<file path="src/rtl/dsp_accum_pkg.sv">
package dsp_accum_pkg;
  typedef enum logic [3:0] {
    OP_NOP  = 4'd0,
    OP_CLR  = 4'd1,
    OP_ABS  = 4'd2,
    OP_ADDM = 4'd3,
    OP_ADDA = 4'd4,
    OP_CMP  = 4'd5,
    OP_BGTZ = 4'd6,
    OP_MAX  = 4'd7,
    OP_LDAR = 4'd8
  } op_e;

  typedef struct packed {
    logic c;
    logic v;
    logic z;
    logic n;
  } flags_t;
endpackage

</file>
<file path="src/rtl/dsp_accum_alu.sv">
module dsp_accum_alu
  import dsp_accum_pkg::*;
#(
  parameter int ACC_W  = 16,
  parameter int DATA_W = 16
) (
  input  op_e               op,
  input  logic [ACC_W-1:0]  a,
  input  logic [ACC_W-1:0]  b,
  input  logic [DATA_W-1:0] mem_word,
  input  flags_t            flags_in,
  output logic [ACC_W-1:0]  res,
  output logic              acc_we,
  output flags_t            flags_out
);
  localparam logic [ACC_W-1:0] MIN_V = {1'b1, {(ACC_W-1){1'b0}}};
  localparam logic [ACC_W-1:0] MAX_V = ~MIN_V;
  localparam int MSB = ACC_W - 1;

  logic [ACC_W-1:0] m_ext;
  logic [ACC_W-1:0] addend;
  logic [ACC_W:0]   sum;
  logic [ACC_W:0]   diff;

  always_comb begin
    m_ext  = ACC_W'($signed(mem_word));
    addend = (op == OP_ADDM) ? m_ext : b;
    sum    = {1'b0, a} + {1'b0, addend};
    diff   = {1'b0, a} + {1'b0, ~b} + {{ACC_W{1'b0}}, 1'b1};
  end

  always_comb begin
    res       = a;
    acc_we    = 1'b0;
    flags_out = flags_in;
    unique case (op)
      OP_CLR: begin
        res    = '0;
        acc_we = 1'b1;
      end
      OP_ABS: begin
        acc_we = 1'b1;
        if (m_ext == MIN_V) begin
          res         = MAX_V;
          flags_out.v = 1'b1;
        end else begin
          res         = m_ext[MSB] ? (~m_ext + 1'b1) : m_ext;
          flags_out.v = 1'b0;
        end
        flags_out.c = 1'b0;
        flags_out.n = 1'b0;
        flags_out.z = (res == '0);
      end
      OP_ADDM, OP_ADDA: begin
        acc_we      = 1'b1;
        res         = sum[ACC_W-1:0];
        flags_out.c = sum[ACC_W];
        flags_out.v = (a[MSB] == addend[MSB]) && (sum[MSB] != a[MSB]);
        flags_out.z = (sum[ACC_W-1:0] == '0);
        flags_out.n = sum[MSB];
      end
      OP_CMP: begin
        flags_out.c = diff[ACC_W];
        flags_out.v = (a[MSB] != b[MSB]) && (diff[MSB] != a[MSB]);
        flags_out.z = (diff[ACC_W-1:0] == '0);
        flags_out.n = diff[MSB];
      end
      OP_MAX: begin
        acc_we = 1'b1;
        res    = ($signed(b) > $signed(a)) ? b : a;
      end
      default: ;
    endcase
  end
endmodule

</file>
<file path="src/rtl/dsp_accum_arfile.sv">
module dsp_accum_arfile #(
  parameter int NUM_AR = 4,
  parameter int ADDR_W = 8,
  localparam int SEL_W = (NUM_AR > 1) ? $clog2(NUM_AR) : 1
) (
  input  logic              clk,
  input  logic              rst_n,
  input  logic              wr_en,
  input  logic [SEL_W-1:0]  sel,
  input  logic [ADDR_W-1:0] wr_data,
  output logic [ADDR_W-1:0] rd_data
);
  logic [ADDR_W-1:0] ar_q [NUM_AR];

  for (genvar g = 0; g < NUM_AR; g++) begin : g_ar
    logic en;
    assign en = wr_en && (sel == SEL_W'(g));
    always_ff @(posedge clk or negedge rst_n) begin
      if (!rst_n)  ar_q[g] <= '0;
      else if (en) ar_q[g] <= wr_data;
    end
  end

  assign rd_data = ar_q[sel];
endmodule

</file>
<file path="src/rtl/dsp_accum_branch.sv">
module dsp_accum_branch
  import dsp_accum_pkg::*;
#(
  parameter int PC_W = 11
) (
  input  logic            clk,
  input  logic            rst_n,
  input  logic            is_bgtz,
  input  flags_t          flags,
  input  logic [PC_W-1:0] target,
  output logic            br_valid,
  output logic [PC_W-1:0] br_target
);
  logic            taken_d;
  logic            valid_q;
  logic [PC_W-1:0] target_q;

  always_comb taken_d = is_bgtz && !flags.z && (flags.n == flags.v);

  always_ff @(posedge clk or negedge rst_n) begin
    if (!rst_n) begin
      valid_q  <= 1'b0;
      target_q <= '0;
    end else begin
      valid_q <= taken_d;
      if (taken_d) target_q <= target;
    end
  end

  assign br_valid  = valid_q;
  assign br_target = target_q;
endmodule

</file>
<file path="src/rtl/dsp_accum_core.sv">
module dsp_accum_core
  import dsp_accum_pkg::*;
#(
  parameter int ACC_W    = 16,
  parameter int DATA_W   = 16,
  parameter int NUM_ACC  = 2,
  parameter int NUM_AR   = 4,
  parameter int DADDR_W  = 8,
  parameter int PC_W     = 11,
  localparam int ACC_SEL_W = (NUM_ACC > 1) ? $clog2(NUM_ACC) : 1,
  localparam int AR_SEL_W  = (NUM_AR > 1) ? $clog2(NUM_AR) : 1
) (
  input  logic                     clk,
  input  logic                     rst_n,
  input  logic                     i_valid,
  input  logic [3:0]               i_op,
  input  logic [ACC_SEL_W-1:0]     i_dst,
  input  logic [ACC_SEL_W-1:0]     i_src,
  input  logic [AR_SEL_W-1:0]      i_ar,
  input  logic [PC_W-1:0]          i_imm,
  output logic [DADDR_W-1:0]       mem_addr,
  input  logic [DATA_W-1:0]        mem_rdata,
  output logic [NUM_ACC*ACC_W-1:0] acc_o,
  output logic [3:0]               flags_o,
  output logic                     br_valid,
  output logic [PC_W-1:0]          br_target
);
  op_e              op;
  logic [ACC_W-1:0] acc_q [NUM_ACC];
  logic [ACC_W-1:0] alu_res;
  logic             alu_we;
  flags_t           flags_q;
  flags_t           flags_d;
  logic             flags_en;

  always_comb op = i_valid ? op_e'(i_op) : OP_NOP;

  dsp_accum_alu #(.ACC_W(ACC_W), .DATA_W(DATA_W)) u_alu (
    .op(op), .a(acc_q[i_dst]), .b(acc_q[i_src]), .mem_word(mem_rdata),
    .flags_in(flags_q), .res(alu_res), .acc_we(alu_we), .flags_out(flags_d)
  );

  dsp_accum_arfile #(.NUM_AR(NUM_AR), .ADDR_W(DADDR_W)) u_ar (
    .clk(clk), .rst_n(rst_n), .wr_en(op == OP_LDAR), .sel(i_ar),
    .wr_data(i_imm[DADDR_W-1:0]), .rd_data(mem_addr)
  );

  dsp_accum_branch #(.PC_W(PC_W)) u_br (
    .clk(clk), .rst_n(rst_n), .is_bgtz(op == OP_BGTZ), .flags(flags_q),
    .target(i_imm), .br_valid(br_valid), .br_target(br_target)
  );

  for (genvar g = 0; g < NUM_ACC; g++) begin : g_acc
    logic en;
    assign en = alu_we && (i_dst == ACC_SEL_W'(g));
    always_ff @(posedge clk or negedge rst_n) begin
      if (!rst_n)  acc_q[g] <= '0;
      else if (en) acc_q[g] <= alu_res;
    end
    assign acc_o[g*ACC_W +: ACC_W] = acc_q[g];
  end

  always_comb flags_en = (op == OP_ABS) || (op == OP_ADDM) ||
                         (op == OP_ADDA) || (op == OP_CMP);

  always_ff @(posedge clk or negedge rst_n) begin
    if (!rst_n)        flags_q <= '0;
    else if (flags_en) flags_q <= flags_d;
  end

  assign flags_o = flags_q;
endmodule

</file>
<file path="config.mk">
export PLATFORM = sky130hd
export DESIGN_NAME = dsp_accum_core
export DESIGN_NICKNAME = d
export VERILOG_FILES = /design/src/rtl/dsp_accum_pkg.sv /design/src/rtl/dsp_accum_alu.sv /design/src/rtl/dsp_accum_arfile.sv /design/src/rtl/dsp_accum_branch.sv /design/src/rtl/dsp_accum_core.sv
export SDC_FILE = /design/constraint.sdc
export NUM_CORES = 1
export LEC_CHECK = 0
export BUFFER_PORTS_ARGS = -buffer_cell sky130_fd_sc_hd__buf_4
export CAP_MARGIN = 20
export CORE_ASPECT_RATIO = 1.4
export CORE_MARGIN = 1
export CORE_UTILIZATION = 42
export DETAILED_ROUTE_END_ITERATION = 7
export PLACE_DENSITY = 0.75
export SLEW_MARGIN = 10
export SYNTH_ARGS = -nofsm -noshare
export SYNTH_HDL_FRONTEND = slang
export SYNTH_HIERARCHICAL = 1
export SYNTH_SLANG_ARGS = --single-unit
</file>
<file path="constraint.sdc">
create_clock -name clk -period 2.85 [get_ports clk]
set_input_delay 0.1425 -clock clk [delete_from_list [all_inputs] [get_ports clk]]
set_output_delay 0.1425 -clock clk [all_outputs]
set_load 0.02 [all_outputs]
</file>
## Yosys cells after proc, flatten, opt, wreduce, memory -nomap -nowiden

Index checks and enable logic that the tools add are counted.

| storage, ports and cells | value |
|---|---|
| output and inout bits | 56 |
| logic and storage cells | 84 |
| register bits after elaboration | 80 |

| operators by class | value |
|---|---|
| $add $sub $neg | 4 |
| mux-type cells | 19 |
| reductions and logical operators | 22 |
| eq/ne operators | 17 |
| bitwise operators | 6 |
| magnitude comparators | 4 |

Operator list:

| kind | number |
|---|---|
| $mux W16 | 11 |
| $pmux W16 S4 | 1 |
| $logic_not A16 Y1 | 3 |
| $add A16 B16 Y17 | 2 |
| $not A16 Y16 | 2 |
| $add A17 B1 Y17 const B | 1 |
| $add A16 B1 Y16 const B | 1 |
| $bmux W8 S2 | 1 |
| $eq A16 B16 Y1 const B | 1 |
| $eq A4 B3 Y1 const B | 4 |
| $gt A16 B16 Y1 | 1 |
| $mux W8 | 2 |
| $pmux W4 S3 | 1 |
| $logic_and A1 B1 Y1 | 10 |
| $eq A4 B2 Y1 const B | 2 |
| $reduce_or A5 Y1 | 1 |
| $eq A2 B2 Y1 const B | 2 |
| $eq A4 B1 Y1 const B | 1 |
| $eq A4 B4 Y1 const B | 1 |
| $ge A2 B2 Y1 const B | 2 |
| $mux W4 | 1 |
| $not A1 Y2 | 2 |
| $ge A3 B3 Y1 const B | 1 |
| $logic_or A1 B1 Y1 | 3 |
| 11 further kinds | 15 |

## Depth between registers and ports, before layout

| depth | value |
|---|---|
| depth after elaboration | 10 |
| gate-level depth with buffers | 19 |

## Hierarchy

Netlist, hierarchy kept.

By module, submodules not included:

| module | instances | cells an instance | area each (µm²) |
|---|---|---|---|
| dsp_accum_alu | 1 | 524 | 3444.6 |
| dsp_accum_core | 1 | 122 | 1799.2 |
| dsp_accum_arfile | 1 | 78 | 1426.4 |
| dsp_accum_branch | 1 | 26 | 456.7 |

## Worst setup path before layout

OpenSTA, ideal clock, no wires.

| path | value |
|---|---|
| path kind | input to register |
| start point | in i_op[2] |
| end point | reg acc_q (netlist bit acc_o[8]) |
| setup time | 0.125 ns |
| required time | 2.725 ns |
| path buffers | 2 |
| data arrival time | 3.466 ns |
| slack | -0.741 ns |
| cell stages on the path | 18 |
| cell sequence | and2_1 > clkbuf_1 > nor3_1 > clkbuf_1 > nand2_1 > o21ai_0 > ha_1 > inv_1 > fa_1 > nand2b_1 > a21oi_1 > o21ai_0 > a211o_1 > xnor2_1 > a211oi_1 > a21oi_1 > a2bb2oi_1 > mux2_2 |

| between the ends | value |
|---|---|
| word-level cells in the longest chain between the ends | 5 |
| elaborated cells between the ends (all ways) | 13 |
| classes of those cells | add/sub (1); eq/ne (5); mux (4); reduce/logical (3) |

Ends and longest elaborated chain:

| element | RTL line | text |
|---|---|---|
| start, declared | dsp_accum_core.sv:16 | `input logic [3:0] i_op,` |
| $mux W4 * | dsp_accum_core.sv:36 | `always_comb op = i_valid ? op_e'(i_op) : OP_NOP;` |
| $eq A4 B2 Y1 | dsp_accum_alu.sv:27, dsp_accum_alu.sv:36 |  |
| $mux W16 | dsp_accum_alu.sv:27 | `addend = (op == OP_ADDM) ? m_ext : b;` |
| $add A16 B16 Y17 | dsp_accum_alu.sv:28 | `sum = {1'b0, a} + {1'b0, addend};` |
| $pmux W16 S4 * | dsp_accum_alu.sv:36 | `unique case (op)` |
| named net alu_res[8] | dsp_accum_core.sv:30 | `logic [ACC_W-1:0] alu_res;` |
| end signal, assigned by index | dsp_accum_core.sv:58 | `else if (en) acc_q[g] <= alu_res;` |
| end, declared | dsp_accum_core.sv:29 | `logic [ACC_W-1:0] acc_q [NUM_ACC];` |

The timed path passes the listed nets; every way through them passes the cells marked *.
A chain may end at the register's enable or synchronous reset.

## Worst setup path after layout

| path | value |
|---|---|
| start point | reg acc_q (netlist bit acc_o[0]) |
| end point | reg acc_q (netlist bit acc_o[24]) |

| between the ends | value |
|---|---|
| word-level cells in the longest chain between the ends | 6 |
| elaborated cells between the ends (all ways) | 11 |
| classes of those cells | add/sub (1); order compare (1); mux (9) |

Ends and longest elaborated chain:

| element | RTL line | text |
|---|---|---|
| $mux W16 (implied by the code) (3 in series) | dsp_accum_core.sv:39 | `.op(op), .a(acc_q[i_dst]), .b(acc_q[i_src]), .mem_word(mem_rdata),` |
| $mux W16 / $gt A16 B16 Y1 (equally long branches) | dsp_accum_alu.sv:27, dsp_accum_alu.sv:70 |  |
| $add A16 B16 Y17 / $mux W16 (equally long branches) | dsp_accum_alu.sv:28, dsp_accum_alu.sv:70 |  |
| $pmux W16 S4 * | dsp_accum_alu.sv:36 |  |
| named net alu_res[8] | dsp_accum_core.sv:30 |  |

The timed path passes the listed nets; every way through them passes the cells marked *. The select of a mux whose other input is x is not followed.

==> impl_results.md <==
- CTS tree: yes
- Worst r2r src: acc_o[0]
- Final WL: 28,000 um
- Rows: 56
- Worst clock skew: 0.0112 ns
- Dpl ws: -0.767 ns
- Worst EP arrival: 3.48 ns
- Antenna violations before repair: 0
- Final period util: 114%
- HPWL after DPL: 19,900 um
- Clk root buf: clkbuf_16
- # port buffers: 93
- VDD IR max: roughly 840 uV
- Worst EP required: 3.07 ns
- GR Overflow Total: 0
- Crit Path Category: flip-flop to flip-flop
- R2r setup slk: -0.41 ns
- Max Clk Rate: a little over 300 MHz
- Met1 Use GR: between 20 and 30%
- Critical Path Start Type: flip-flop
- Max Slew Vio Count: 0
- I/O pin count: 94
- H-tree depth: 3
- Gr usage total: 30.0%
- Starting DRT DRC Count: 526
- Synth top area share: 28.1%
- Pwr/cell area: between 1000 and 1500 nW/um2
- Hold Path Stages: 2
- Post-synthesis register bit count: 80
- Share of post-route cells with drive strength above 1: a little under 60%
- GR Util met3: 4.35%
- RSZ-0062 raised after global routing: yes
- Critical path fanouts, max: 2
- Latest clock arrival within the worst-skew pair: 0.35 ns
- Total of warnings raised by yosys: 6
- Relative slew slack: between 50% and 60%
- Max-Cap Viols: 0
- Pin count of the biggest net entering global routing: 53
- Antenna viol nets, final: 0
- Vias: 7,604
- Syn nets: 839
- Total die area: 17,500 um2
- Worst Hold Launch: i_imm[8]
- Hold Vio Cnt, Final: 0
- Worst min path class: primary input to flip-flop
- Cells on worst reg2reg path: 16
- Sequential area share after synthesis: 28.1%
- Crit path buf inv count: 3
- Synthesis-to-finish area growth: 54.0%
- Clock slew at the register clock pins of the worst setup and hold paths: approximately 0.070 ns
- Synth area leader: dfrtp_1
- Worst path max stage delay: 0.37 ns
- Synth cell types: a little over 80
- Die H: about 160 um
- Min-Delay Endpoint: u_br/br_target[8]
- Initial Utilization: 42.7%
- Area contributors post-synth: dfrtp_1 (28%), mux2_2 (17%), ha_1 (8.8%)
- Ys async rst share: 100%
- GR Util met2: between 50% and 60%
- Measured slew at the worst slew-check pin: slightly below 0.7 ns
- Sequential Area: 2010 um2
- Number of flops mapped to enable cells by yosys: 0
- WL/cell: 22.1 um
- Final worst slack: -0.412 ns
- Failing checks: DRC, setup timing
- Commonest non-fill, non-tap cell in the layout: buf_4
- CP max stage cell: dfrtp_1
- Final layout net count: 1,149
- Final setup TNS: -10.53 ns
- Number of global-route vias before repair: 7,753
- Vias per cell: 6.00
- Synthesized instance count: 750
- Crit-path leading delay family: compound AO/OA/AOI/OAI gates
- Clock Tree Buf Depth: 2
- First-pass GRT wire length: 40,500 um
- CTS sink cnt: 80
- Worst hold slack: 0.0289 ns
- Core area: 16,700 um2
- Fin crit period: 3.26 ns
- Die span in x: 112 um
- Grt peak-use layer: met2
- Syn avg cell area: 9.50 um2
- Filler cell count: 1,181
- Critical R2R Capture: acc_o[24]
- Status: finished, violations left
- Main synth FF type: dfrtp_1
- # DRC: 1
- Mapped cell area: 7130 um2
- Area of the multi-input gates: 5590 um2
- RePlAce Congestion: 1.04
- Crit. End Element: flip-flop
- # setup viols final: 36
- Pleak: 5.21 nW
- Worst-path cell chain: mux2_4 > inv_4 > o21ai_4 > ha_4 > inv_2 > fa_2 > nand2b_4 > a21oi_4 > buf_6 > o21ai_4 > a211o_1 > xnor2_2 > a211oi_2 > a21oi_2 > a2bb2oi_2 > mux2_4
- Antenna cells: 0
- Final Power: 15.4 mW
- Cts bufs inserted: 9
- Commonest non-fill, non-tap cells in the layout: buf_4 (318), mux2_2 (77), dfrtp_1 (74)
- Drt first pass iters: 7
-- how the worst max path moves through the flow --
stage	from	to	slack (ns)	cells past startpoint
2_1_floorplan	i_op[1]	flags_o[1]	-0.45	19
3_3_place_gp	i_valid	flags_o[1]	-0.68	19
3_5_place_dp	i_valid	flags_o[1]	-0.77	19
4_1_cts	acc_o[0]	acc_o[24]	-0.36	16
5_1_grt	acc_o[0]	flags_o[1]	-0.50	16
6_report	acc_o[0]	acc_o[24]	-0.41	16
-- kinds of logic after synthesis --
family | count (synthesis) | synth area share (%)
DFF | 80 | 28.1
AOI/OAI and AO/OA | 214 | 19.7
muxes | 120 | 20.4
and+or+nand+nor | 169 | 13.5
adders and majority gates | 51 | 9.06
xor gates and xnor gates | 32 | 3.93
buffers and inverters | 84 | 5.37
-- routing by layer --
| metal | wire, um | vias to the layer above |
|---|---|---|
| met3 | 1650 | 146 |
| met4 | 2370 | 0 |
| met5 | 0 | - |
| met2 | 14300 | 364 |
| li1 | - | 3393 |
| met1 | 9740 | 3701 |
-- through the flow --
step	area (um2)	cells	utilization (%)
2_1_floorplan	7380	750	-
3_3_place_gp	9650	1217	57.9
3_5_place_dp	9650	1217	57.9
4_1_cts	10500	1249	62.8
5_1_grt	11000	1268	65.8
6_report	11000	1268	65.8
-- power breakdown --
part	total [mW]	internal, mW	switching [mW]
registers	1.78	1.52	0.264
logic	12.4	6.27	6.17
clock network	1.15	0.624	0.521
-- state kept, by name, indices dropped and copies added, names as in the netlist --
register        flops
acc_o              32
u_br/br_target     11
flags_o             4
u_ar/ar_q          32
u_br/br_valid       1
-- synth_stat cells, drive strengths merged (8+ instances only) --
cell type,count
buf,18
and3,10
a21o,10
nand3,8
o21ai,50
nand2,41
dfrtp,80
inv,46
xnor2,21
ha,50
nand4,9
mux4,8
nor2,36
nor3,11
xor2,11
o21a,8
a21oi,67
a211oi,14
clkbuf,19
mux2,111
-- layout make-up --
cell class | instances | area share (%)
clock buffer | 10 | 2.18
timing repair buffer | 336 | 24.1
clock inverter | 6 | 0.456
tap | 203 | 2.31
inverter | 47 | 1.74
sequential | 80 | 18.3
multi-input combinational | 586 | 50.9
-- worst register-to-register path, delay by kind of cell (launching register included) --
kind | cells | cell delay (ns)
AO/OA/AOI/OAI | 7 | 1.25
adder cells (fa/ha/maj) | 2 | 0.51
multiplexers | 2 | 0.46
flip-flops | 1 | 0.37
buffers and inverters | 3 | 0.21
AND/OR/NAND/NOR | 1 | 0.16
XOR/XNOR | 1 | 0.16
-- repair_timing --
item                                    in CTS  in global routing
gates cloned                                 1                  1
pin swaps                                   44                 52
endpoints found under the setup margin      36                 36
hold buffers                                 1                  0
setup buffers                               15                 19
resized for setup                           92                 84
endpoints found under the hold margin       50                  0
(Power assumes the default switching activity.)
